File: src/rtl/adc_ctrl_pkg.sv
package adc_ctrl_pkg;

    typedef enum logic [2:0] {
        ST_IDLE,
        ST_HOLD,
        ST_CONVERT,
        ST_PDSAMPLE,
        ST_READ,
        ST_ACQUIRE
    } seq_state_t;

    // whole clock cycles covering a delay, rounded up
    function automatic int ns_to_cyc(input int ns, input int clk_ns);
        return (ns + clk_ns - 1) / clk_ns;
    endfunction

endpackage

File: src/rtl/adc_cycle_timer.sv
module adc_cycle_timer #(
    parameter int CNT_W = 16
) (
    input  logic             clk,
    input  logic             rst_n,
    input  logic             restart,
    output logic [CNT_W-1:0] elapsed
);
    // cycles since the last restart, saturating
    always_ff @(posedge clk or negedge rst_n) begin
        if (!rst_n) begin
            elapsed <= '0;
        end else if (restart) begin
            elapsed <= '0;
        end else if (elapsed != '1) begin
            elapsed <= elapsed + CNT_W'(1);
        end
    end
endmodule

File: src/rtl/adc_serial_capture.sv
module adc_serial_capture #(
    parameter int DATA_W = 8
) (
    input  logic              clk,
    input  logic              rst_n,
    input  logic              clear,
    input  logic              strobe,
    input  logic              sdata,
    input  logic              frame_n,
    output logic [DATA_W-1:0] word,
    output logic              frame_ok
);
    // MSB arrives first: shift toward the top
    always_ff @(posedge clk or negedge rst_n) begin
        if (!rst_n) begin
            word     <= '0;
            frame_ok <= 1'b0;
        end else if (clear) begin
            frame_ok <= 1'b1;
        end else if (strobe) begin
            word     <= {word[DATA_W-2:0], sdata};
            frame_ok <= frame_ok & ~frame_n;
        end
    end
endmodule

File: src/rtl/adc_conv_ctrl.sv
module adc_conv_ctrl
    import adc_ctrl_pkg::*;
#(
    parameter int DATA_W       = 8,
    parameter int CNT_W        = 16,
    parameter int CLK_NS       = 10,
    parameter int T_CNV_LOW_NS = 20,
    parameter int T_CONV_NS    = 420,
    parameter int T_PDS_NS     = 100,
    parameter int T_ACQ_NS     = 200,
    parameter int SCLK_HALF    = 1
) (
    input  logic              clk,
    input  logic              rst_n,
    input  logic              start,
    input  logic              continuous,
    input  logic              power_down_req,
    input  logic [CNT_W-1:0]  period_cycles,
    output logic              cnv_n,
    output logic              sclk,
    input  logic              sdata,
    input  logic              frame_n,
    output logic              result_valid,
    output logic [DATA_W-1:0] result_data
);
    localparam int LOW_CYC    = ns_to_cyc(T_CNV_LOW_NS, CLK_NS);
    localparam int CONV_CYC   = ns_to_cyc(T_CONV_NS, CLK_NS);
    localparam int PDS_CYC    = ns_to_cyc(T_PDS_NS, CLK_NS);
    localparam int ACQ_CYC    = ns_to_cyc(T_ACQ_NS, CLK_NS);
    localparam int READ_CYC   = 2 * DATA_W * SCLK_HALF;
    localparam int READ_START = CONV_CYC + PDS_CYC;
    localparam int ACQ_SPAN   = CONV_CYC + ACQ_CYC;

    localparam logic [CNT_W-1:0] LOW_END   = CNT_W'(LOW_CYC - 1);
    localparam logic [CNT_W-1:0] CONV_END  = CNT_W'(CONV_CYC - 1);
    localparam logic [CNT_W-1:0] PDS_END   = CNT_W'(READ_START - 1);
    localparam logic [CNT_W-1:0] READ_END  = CNT_W'(READ_START + READ_CYC - 1);
    localparam logic [CNT_W-1:0] READ_BASE = CNT_W'(READ_START);
    localparam logic [CNT_W-1:0] SPAN_MIN  = CNT_W'(ACQ_SPAN);
    localparam logic [CNT_W-1:0] HALF_V    = CNT_W'(SCLK_HALF);
    localparam logic [CNT_W-1:0] HALF_LAST = CNT_W'(SCLK_HALF - 1);
    localparam logic [CNT_W-1:0] ONE_V     = CNT_W'(1);

    seq_state_t        state, state_nx;
    logic [CNT_W-1:0]  elapsed;
    logic [CNT_W:0]    elapsed_inc;
    logic [CNT_W-1:0]  span_q;
    logic              pd_q;
    logic              launch;
    logic [CNT_W-1:0]  rd_off, rd_phase;
    logic              read_high, cap_strobe;
    logic [DATA_W-1:0] cap_word;
    logic              cap_ok;

    assign elapsed_inc = {1'b0, elapsed} + (CNT_W+1)'(1);
    assign launch      = (state_nx == ST_HOLD) && (state != ST_HOLD);
    assign rd_off      = elapsed - READ_BASE;
    assign rd_phase    = rd_off / HALF_V;
    assign read_high   = (rd_phase & ONE_V) == '0;
    assign cap_strobe  = (state == ST_READ) && read_high && ((rd_off % HALF_V) == HALF_LAST);

    adc_cycle_timer #(.CNT_W(CNT_W)) u_timer (
        .clk     (clk),
        .rst_n   (rst_n),
        .restart (launch),
        .elapsed (elapsed)
    );

    adc_serial_capture #(.DATA_W(DATA_W)) u_capture (
        .clk      (clk),
        .rst_n    (rst_n),
        .clear    (state == ST_PDSAMPLE),
        .strobe   (cap_strobe),
        .sdata    (sdata),
        .frame_n  (frame_n),
        .word     (cap_word),
        .frame_ok (cap_ok)
    );

    // state register
    always_ff @(posedge clk or negedge rst_n) begin
        if (!rst_n) begin
            state <= ST_IDLE;
        end else begin
            state <= state_nx;
        end
    end

    // transitions
    always_comb begin
        state_nx = state;
        unique case (state)
            ST_IDLE:     if (start || continuous)    state_nx = ST_HOLD;
            ST_HOLD:     if (elapsed == LOW_END)     state_nx = ST_CONVERT;
            ST_CONVERT:  if (elapsed == CONV_END)    state_nx = ST_PDSAMPLE;
            ST_PDSAMPLE: if (elapsed == PDS_END)     state_nx = ST_READ;
            ST_READ:     if (elapsed == READ_END)    state_nx = ST_ACQUIRE;
            ST_ACQUIRE:  if (elapsed_inc >= {1'b0, span_q})
                             state_nx = continuous ? ST_HOLD : ST_IDLE;
            default:                                 state_nx = ST_IDLE;
        endcase
    end

    // outputs
    always_comb begin
        cnv_n = 1'b1;
        sclk  = 1'b0;
        unique case (state)
            ST_IDLE:     cnv_n = 1'b1;
            ST_HOLD:     cnv_n = 1'b0;
            ST_CONVERT:  cnv_n = ~pd_q;
            ST_PDSAMPLE: cnv_n = ~pd_q;
            ST_READ:     sclk  = read_high;
            ST_ACQUIRE:  cnv_n = 1'b1;
            default:     cnv_n = 1'b1;
        endcase
    end

    // per-conversion settings and result register
    always_ff @(posedge clk or negedge rst_n) begin
        if (!rst_n) begin
            pd_q         <= 1'b0;
            span_q       <= SPAN_MIN;
            result_valid <= 1'b0;
            result_data  <= '0;
        end else begin
            if (launch) begin
                pd_q   <= power_down_req;
                span_q <= (period_cycles > SPAN_MIN) ? period_cycles : SPAN_MIN;
            end
            result_valid <= 1'b0;
            if (state == ST_READ && state_nx == ST_ACQUIRE && cap_ok) begin
                result_valid <= 1'b1;
                result_data  <= cap_word;
            end
        end
    end
endmodule

File: config.mk
export PLATFORM = sky130hd
export DESIGN_NAME = adc_conv_ctrl
export DESIGN_NICKNAME = d
export VERILOG_FILES = /design/src/rtl/adc_ctrl_pkg.sv /design/src/rtl/adc_cycle_timer.sv /design/src/rtl/adc_serial_capture.sv /design/src/rtl/adc_conv_ctrl.sv
export SDC_FILE = /design/constraint.sdc
export NUM_CORES = 1
export LEC_CHECK = 0
export ABC_AREA = 1
export BUFFER_PORTS_ARGS = -buffer_cell sky130_fd_sc_hd__buf_2
export CAP_MARGIN = 20
export CORE_ASPECT_RATIO = 1.4
export CORE_MARGIN = 4
export CORE_UTILIZATION = 50
export DETAILED_ROUTE_END_ITERATION = 10
export PLACE_DENSITY = 0.75
export SLEW_MARGIN = 20
export SYNTH_ARGS = -nofsm -noshare
export SYNTH_HDL_FRONTEND = slang
export SYNTH_HIERARCHICAL = 1
export SYNTH_SLANG_ARGS = --single-unit
File: constraint.sdc
create_clock -name clk -period 5.8 [get_ports clk]
set_clock_uncertainty 0.15 [all_clocks]
set_input_delay 1.74 -clock clk [delete_from_list [all_inputs] [get_ports clk]]
set_output_delay 1.74 -clock clk [all_outputs]
set_load 0.005 [all_outputs]
; ---- Word-level counts from Yosys, hierarchy flattened
; Cells that the tools add are included.
[word_totals]
register_bits = 54
elab_cells = 57
[classes]
muxes = 16
eq_ne = 13
reduce_logical = 11
magnitude_cmp = 2
n_bitwise = 4
n_addsub = 3
[op_table]
columns = operator, count
row1 = 16-bit two-way mux, 3
row2 = 16-bit by 6-bit equality test with 1-bit output (second input constant), 2
row3 = 3-bit two-way mux, 6
row4 = 3-bit one-hot mux with 6 select lines, 1
row5 = 16-bit by 1-bit adder with 17-bit output (second input constant), 1
row6 = 17-bit by 16-bit greater-or-equal comparator with 1-bit output, 1
row7 = 16-bit by 1-bit adder with 16-bit output (second input constant), 1
row8 = 16-bit by 1-bit equality test with 1-bit output (second input constant), 1
row9 = 16-bit by 7-bit equality test with 1-bit output (second input constant), 1
row10 = 16-bit by 6-bit greater-than comparator with 1-bit output (second input constant), 1
row11 = 16-bit zero test, 1
row12 = 16-bit != test (second input constant), 1
row13 = 3-bit equality test (second input constant), 3
row14 = 3-bit by 1-bit equality test with 1-bit output (second input constant), 2
row15 = 3-bit by 2-bit equality test with 1-bit output (second input constant), 2
row16 = 1-bit two-way mux, 5
row17 = 1-bit logical AND, 4
row18 = 2-bit nonzero test, 2
row19 = 3-bit zero test, 1
row20 = 3-bit by 1-bit != test with 1-bit output (second input constant), 1
row21 = 1-bit inverter, 3
row22 = 1-bit one-hot mux with 2 select lines, 1
row23 = 2-bit AND reduction, 1
row24 = 2-bit OR reduction, 1
row25 = other kinds (3), 3

; ---- Longest topological paths before layout
; Gate-level depths: netlist (run 1).
[depth]
ltp_word = 8
ltp_mapped = 25
mapped_depth_nobuf = 23

; ---- Cells and area by module
; The synthesis (run 1) kept the hierarchy.
[by_module_without_submodules]
columns = module, instances, cells_per_inst, area_each_um2
row1 = adc_conv_ctrl, 1, 328, 2306.0
row2 = adc_cycle_timer, 1, 133, 991.0
row3 = adc_serial_capture, 1, 42, 390.4

; ---- Worst setup path before layout (run 1)
; No wires, ideal clock.
[synth_path]
kind = register to register
from = register u_timer.elapsed[0]
to = register u_timer.elapsed[11]
required_ps = 5585
stages_incl_launch_ff = 23
path_buffers = 2
slack_ps = 2384
arrival_time_ps = 3201
synth_period_minus_slack_ps = 3416
setup_time_ps = 65
path_cell_list = dfrtp_1 > ha_1 > nand2_1 > nor2_2 > nand2_2 > nor3_1 > nand3_1 > xor2_1 > ha_1 > nand3_1 > nor2_1 > nand3_1 > nand3_1 > nand2_1 > nand2_4 > nand2_2 > nand2_4 > nor2_8 > buf_6 > inv_2 > buf_1 > nand3_1 > nand2_1
[synth_via]
elab_chain_len = 7
word_cells_on_any_way = 19
classes_between = add/sub (2) / order compare (1) / eq/ne (6) / mux (8) / reduce/logical (2)
[synth_rtl]
columns = element, line
row1 = "start, declared", adc_cycle_timer.sv:7  ; output logic [CNT_W-1:0] elapsed
row2 = "start signal, assigned", adc_cycle_timer.sv:16  ; elapsed <= elapsed + CNT_W'(1);
row3 = 16-bit by 1-bit adder with 17-bit output, adc_conv_ctrl.sv:55  ; assign elapsed_inc = {1'b0, elapsed} + (CNT_W+1)'(1);
row4 = 17-bit by 16-bit greater-or-equal comparator with 1-bit output, adc_conv_ctrl.sv:98  ; ST_ACQUIRE: if (elapsed_inc >= {1'b0, span_q})
row5 = 3-bit two-way mux, adc_conv_ctrl.sv:98
row6 = 3-bit one-hot mux with 6 select lines *, adc_conv_ctrl.sv:92  ; unique case (state)
row7 = named net state_nx[0], adc_conv_ctrl.sv:44  ; seq_state_t state, state_nx;
row8 = 3-bit by 1-bit equality test with 1-bit output *, adc_conv_ctrl.sv:56  ; assign launch = (state_nx == ST_HOLD) && (state != ST_HOLD);
row9 = 1-bit logical AND *, adc_conv_ctrl.sv:56
row10 = named net launch, adc_conv_ctrl.sv:49  ; logic launch;
row11 = 16-bit two-way mux / 2-bit nonzero test (equally long branches), -
; Mark *: on every way through the listed nets, which the timed path passes. The rest lies on a longest branch. The select of a mux whose other input is x is not followed.
; A chain may end at the register's enable or synchronous reset.

; ---- Worst setup path after layout (run 1)
[layout_path]
from = register u_timer.elapsed[0]
to = register u_timer.elapsed[1]
[layout_via]
elab_chain_len = 7
word_cells_on_any_way = 19
classes_between = add/sub (2) / order compare (1) / eq/ne (6) / mux (8) / reduce/logical (2)
[layout_rtl]
columns = element, line
row1 = 16-bit by 1-bit adder with 17-bit output, adc_conv_ctrl.sv:55
row2 = 17-bit by 16-bit greater-or-equal comparator with 1-bit output, adc_conv_ctrl.sv:98
row3 = 3-bit two-way mux, adc_conv_ctrl.sv:98
row4 = 3-bit one-hot mux with 6 select lines *, adc_conv_ctrl.sv:92
row5 = named net state_nx[0], adc_conv_ctrl.sv:44
row6 = 3-bit by 1-bit equality test with 1-bit output *, adc_conv_ctrl.sv:56
row7 = 1-bit logical AND *, adc_conv_ctrl.sv:56
row8 = 16-bit two-way mux / 2-bit nonzero test (equally long branches), -
; Marks and branches as above.

==> out/summary.txt, run 1 <==
worst setup path end: u_timer/elapsed[1]
Detail Placement HPWL: 6050 um
Mapped Cells: 503
Logic pwr share: 3.2%
post-cts resize count: 0
Setup CP Type: register to register
Worst R2R Start: u_timer/elapsed[0]
most frequent cells in the layout: nand2_1, inv_1, dfrtp_1, nor2_1, nand3_1
vias in the first global route: 3065
mux contribution to synthesized area: 0%
clk buf depth: 2
pre-CTS WS: 1.82 ns
ANT nets after route: 0
status: complete, no violations
RSZ-0062 raised after global routing: no
final worst path period share: 68.5%
commonest non-fill, non-tap cell in the layout: nand2_1
final slew viol count: 0
via count: 3208
share of layout cells above drive strength 1: 16.4%
Post-Synth XOR/XNOR Area: 3.56%
worst skew pair latency: 0.32 ns
Final Hold Fails: 0
Net Count, Synth: 545
Critical Path Start: u_timer/elapsed[0]
R2R Path End: u_timer/elapsed[1]
Setup crit end kind: register
initial antenna violation count: 0
final design utilization: 56.7%
power share of the clock group: 35.7%
cell taking the most area after synthesis: dfrtp_1
PwrDens: 153 mW/mm^2
largest net degree at the start of global routing: 55
endpoints failing setup: 0
first-pass GRT wire length: 13600 um
DRT Pass-1 Iters: 5
Setup Buffers After CTS: 0
fmax: 252 MHz
clock sinks: 54
Final nets: 579
DR DRC count: 0
Psw: 136 uW
initial core utilization: 52.1%
Tightest Pin Transition: 0.834 ns
Seq cells post-synth: 54
Internal: 480 uW
gpl congestion: 0.877
Post-Synthesis Cell Area: 0.00369 mm^2
Die Span X: 80.6 um
TritonCTS clock tree: done
crit path max fanout: 19
Num CTS Buffers: 5
WL/cell: 12.3 um
core area: 0.00707 mm^2
Leakage: 0.00215 uW
setup_tns: 0 ns
Adder-Cell Fraction of Synth Area: 6.45%
DRT iter0 DRCs: 108
synth warn: 6
register share of total power: 61.1%
Critical Path Source Type: register
row cnt: 36
Max VDD drop: 0.0000792 V
Netlist cell types: 40
Mean Syn Cell Area: 7.33 um^2
total wire length: 7790 um
Synth Area in Compound Gates: 5.77%
die area: 0.00883 mm^2
Yosys top cell area share: 33.3%
Die Y: 110 um
Area Overhead vs Synth: 8.82%
gr ovfl total: 0
Sw Share: 22.0%
Synth Area in Simple Gates: 39.0%
hold crit path type: register to register
gr usage total: 19.5%
largest family of logic cells by synthesized area: simple AND/OR/NAND/NOR gates
Hold Buf Count CTS: 0
Final Power: 616 uW
Worst EP arrival: 4.07 ns
Max-Cap Viols: 0
Vias/cell: 5.07
worst setup margin: 1.82 ns
worst r2r path cells: 20
register area share after synthesis: 36.8%
r2r setup slk: 1.82 ns
CTS root buf: clkbuf_8
Clk pin slew, worst setup/hold paths: 0.09 ns
port bufs: 33
H-tree depth: 2
IO Count: 34
Antenna Diode Count: 0
minimum clock period: 3.98 ns
slew margin rel.: 44.2%
Area contributors post-synth: dfrtp_1, nand2_1, ha_1
WP data required: 5.89 ns
-- worst min-delay path by stage --
stage,startpoint,end,slack [ns],cells after the start
after floorplan,u_capture/word[7],result_data[7],0.29,2
after global placement,u_capture/word[7],result_data[7],0.30,2
after detailed placement,u_capture/word[7],result_data[7],0.31,2
after CTS,u_capture/word[7],result_data[7],0.33,2
after global routing,u_capture/word[7],u_capture/word[7],0.37,2
final,u_capture/word[7],result_data[7],0.33,2
-- metrics by stage --
| stage | cell area [um^2] | hold WS [ns] | cells |
|---|---|---|---|
| after floorplan | 3690 | 0.292 | 503 |
| after global placement | 3920 | 0.304 | 625 |
| after detailed placement | 3920 | 0.306 | 625 |
| after CTS | 4010 | 0.331 | 633 |
| after global routing | 4010 | 0.374 | 633 |
| final | 4010 | 0.326 | 633 |
-- power by group through the flow --
stage                     Sequential [uW]  Combinational, uW  Clock (uW)
after floorplan                       384               3.34           0
after global placement                384               20.0           0
after detailed placement              384               20.5           0
after CTS                             376               20.6         229
after global routing                  376               23.2         243
final                                 376               19.8         220
-- per-layer routing --
layer  vias to the layer above  GRT usage (%)  wire length, um
li1                       1640              -                -
met1                      1488           22.8             3230
met2                        60           33.8             3910
met3                        20           3.28              284
met4                         0           10.7              363
met5                         -              0                0
-- cell type report --
type | instances | area, um^2
flip-flops and latches | 54 | 1360
fillers | 686 | 3060
repair buffers | 34 | 173
inverters | 66 | 249
clock inverters | 2 | 12.5
clock buffers | 6 | 82.6
well taps | 95 | 119
multi-input cells | 376 | 2020
-- logic make-up (layout without fill, tap and decap cells) --
| family | Yosys count | after routing |
|---|---|---|
| buffers and inverters | 73 | 108 |
| AND/OR/NAND/NOR | 310 | 310 |
| XOR/XNOR | 15 | 15 |
| AO/OA/AOI/OAI | 32 | 32 |
| adder cells (fa/ha/maj) | 19 | 19 |
| flip-flops | 54 | 54 |
-- state kept, by name, summed over array words and instances (netlist names) --
register,cells
pd_q,1
u_capture/word,8
span_q,16
u_timer/elapsed,16
u_capture/frame_ok,1
result_data,8
result_valid,1
state,3
-- cells in the mapped netlist (all sizes together) --
| master | n |
|---|---|
| xor2 | 13 |
| inv | 64 |
| nor3 | 7 |
| dfrtp | 49 |
| nand4 | 4 |
| buf | 7 |
| a21boi | 1 |
| dfstp | 5 |
| a21o | 1 |
| a21oi | 5 |
| a31oi | 2 |
| nor3b | 1 |
| clkinv | 2 |
| nand3 | 48 |
| nand3b | 1 |
| nand2 | 180 |
| o21bai | 18 |
| and2 | 1 |
| xnor2 | 2 |
| o21ai | 5 |
| nor2 | 58 |
| ha | 19 |
| or2 | 10 |
-- critical path, cell delays in order, from the launching register on --
cell and delay [ns]:
dfrtp_1 0.54, ha_1 0.26, nand2_1 0.08, nor2_2 0.17, nand2_2 0.11, nor3_1 0.25, nand3_1 0.15, xor2_1 0.18
ha_1 0.32, nand3_1 0.10, nor2_1 0.12, nand3_1 0.09, nand3_1 0.07, nand2_1 0.08, nand2_4 0.10, nand2_2 0.08
nand2_4 0.22, nor2_8 0.11, inv_2 0.25, nand4_4 0.26, o21ai_1 0.18
No activity file was read; power rests on OpenSTA's default activity.
==> inputs of run 2 (changes only) <==
--- a/config.mk
+++ b/config.mk
@@ -12,7 +12,7 @@
 export CORE_MARGIN = 4
 export CORE_UTILIZATION = 50
 export DETAILED_ROUTE_END_ITERATION = 10
-export PLACE_DENSITY = 0.75
+export PLACE_DENSITY = 0.78
 export SLEW_MARGIN = 20
 export SYNTH_ARGS = -nofsm -noshare
 export SYNTH_HDL_FRONTEND = slang
==> constraint.sdc (replaced) <==
create_clock -name clk -period 3.6 [get_ports clk]
set_clock_uncertainty 0.15 [all_clocks]
set_input_delay 1.08 -clock clk [delete_from_list [all_inputs] [get_ports clk]]
set_output_delay 1.08 -clock clk [all_outputs]
set_load 0.005 [all_outputs]
==> run 2 against run 1 <==
  * Final cell count up 2.2%
  * Critical path depth up 1
  * Global-route usage up 1.1 points
  * Via count up 5.0%
  * Non-clock buffer count up 13
  * Setup slack worse by 1.6 ns
  * Clock power up 69%
  * First-iteration DRC count up 75%
  * Final area up 4.0%
  * Critical path type unchanged
==> out/summary.txt, run 2 (synthesis gave the netlist of run 1 again) <==
status: complete, no violations
Worst R2R Start: u_timer/elapsed[1]
Max-Cap Viols: 0 (unchanged)
Setup CP Type: register to register
first-pass GRT wire length: 14500 um (+7.0%)
Tightest Pin Transition: 0.679 ns (-0.156 ns)
worst setup margin: 0.243 ns (-1.58 ns)
Setup crit end kind: register
Leakage: 0.00224 uW (+4.1%)
most frequent cells in the layout: nand2_1, inv_1, dfrtp_1, nor2_1, nand3_1
slew margin rel.: 54.7% (+11 points)
worst skew pair latency: 0.31 ns (about the same)
hold path start: result_data[2]
WP data required: 3.70 ns (-2.19 ns)
via count: 3368 (+5.0%)
Final Hold Fails: 0 (unchanged)
largest net degree at the start of global routing: 30 (-45%)
Fillers: 668 (-2.6%)
TritonCTS clock tree: done
gpl congestion: 0.947 (+8.0%)
endpoints failing setup: 0 (unchanged)
initial antenna violation count: 0 (unchanged)
Num CTS Buffers: 5 (unchanged)
ANT nets after route: 0 (unchanged)
Die Y: 110 um (unchanged)
worst path bufs/invs: 2 (+1)
CP top delay family: simple AND/OR/NAND/NOR gates
Critical Path Start: u_timer/elapsed[1]
die area: 0.00883 mm^2 (unchanged)
CP most frequent cell: nand3_1
DRT Pass-1 Iters: 5 (unchanged)
IO Count: 34 (unchanged)
clock sinks: 54 (unchanged)
H-tree depth: 2 (unchanged)
gr usage total: 20.6% (+1.1 points)
gr ovfl total: 0 (unchanged)
Detail Placement HPWL: 6520 um (+7.7%)
crit path max fanout: 11 (-8)
setup_tns: 0 ns (unchanged)
Clk pin slew, worst setup/hold paths: 0.11 ns (+0.02 ns)
core area: 0.00707 mm^2 (unchanged)
hold crit path type: register to register
CTS root buf: clkbuf_8
DR DRC count: 0 (unchanged)
initial core utilization: 52.1% (unchanged)
port bufs: 33 (unchanged)
fmax: 298 MHz (+18%)
pre-CTS WS: 0.0158 ns (-1.80 ns)
worst path cell trace: ha_1 > nand2_1 > nor2_2 > nand2_2 > nor3_4 > nand3_1 > xor2_1 > ha_1 > nand3_1 > nor2_1 > nand3_1 > nand3_1 > nand2_1 > nand2_4 > nand2_2 > nand2_4 > nor2_8 > inv_4 > buf_6 > nand2_1 > nor2_1
PwrDens: 242 mW/mm^2 (+58%)
DRT iter0 DRCs: 189 (+75%)
clk buf depth: 2 (unchanged)
Final nets: 593 (+2.4%)
slowest cell delay on critical path: 0.44 ns (-0.10 ns)
Die Span X: 80.6 um (unchanged)
Area Overhead vs Synth: 13.1%
Top Registers: span_q x16, u_timer/elapsed x16
commonest non-fill, non-tap cell in the layout: nand2_1
minimum clock period: 3.36 ns (-0.619 ns)
Critical Path Source Type: register
total wire length: 8530 um (+9.5%)
vias in the first global route: 3332 (+8.7%)
Vias/cell: 5.21 (+2.7%)
Antenna Diode Count: 0 (unchanged)
Worst EP arrival: 3.45 ns (-0.62 ns)
final worst path period share: 93.2% (+25 points)
share of layout cells above drive strength 1: 19.9% (+3.6 points)
final slew viol count: 0 (unchanged)
row cnt: 36 (unchanged)
CP max-delay cell: dfrtp_2
Max VDD drop: 0.000155 V (+96%)
WL/cell: 13.2 um (+7.2%)
run 2: cell type report:
class	instances	area, um^2	area share, %
Inverter	66	251	6.03
Multi-Input combinational cell	377	2060	49.5
Timing Repair Buffer	47	278	6.66
Clock buffer	5	68.8	1.65
Tap cell	95	119	2.85
Clock inverter	3	28.8	0.690
Sequential cell	54	1360	32.6
run 2: tightest hold or removal path: stages, from the launching register on:
cell and delay (ns):
dfrtp_1 0.36, nand2_1 0.05, nand2_1 0.05
run 2: layer usage:
metal,vias up,routed length [um],track usage (%)
met3,17,389,2.62
met4,0,201,7.85
met5,-,0,0
li1,1667,-,-
met1,1580,3420,23.8
met2,104,4510,38.2
run 2: worst paths after layout:
check	to	depth (start not counted)	slack (ns)
setup / recovery	u_timer/elapsed[15]	21	0.24
setup reg to reg	u_timer/elapsed[15]	21	0.24
max in group asynchronous	span_q[1]	2	1.91
hold reg to reg	result_data[2]	2	0.33
hold / removal	result_data[2]	2	0.33
min in group asynchronous	span_q[9]	1	0.63
run 2: where the power goes:
group          switching [uW]  internal, uW
clock network             225           146
registers                   0           606
logic                    20.5          13.1
run 2: repair_timing:
item                                    in CTS  in global routing
endpoints found under the setup margin       1                 42
buffers inserted                             0                  1
hold buffers                                 0                  0
pin swaps                                    0                  3
gates cloned                                 0                  1
resized for setup                            1                 12
run 2: stage by stage:
step	utilization, %	instance area [um^2]	cells	hold WS (ns)	power [uW]
final	59.0	4170	647	0.335	1010
after global routing	59.0	4170	647	0.368	1050
after CTS	58.1	4110	645	0.339	1020
after detailed placement	56.7	4010	637	0.310	653
after global placement	56.7	4010	637	0.307	651
after floorplan	-	3690	503	0.292	624
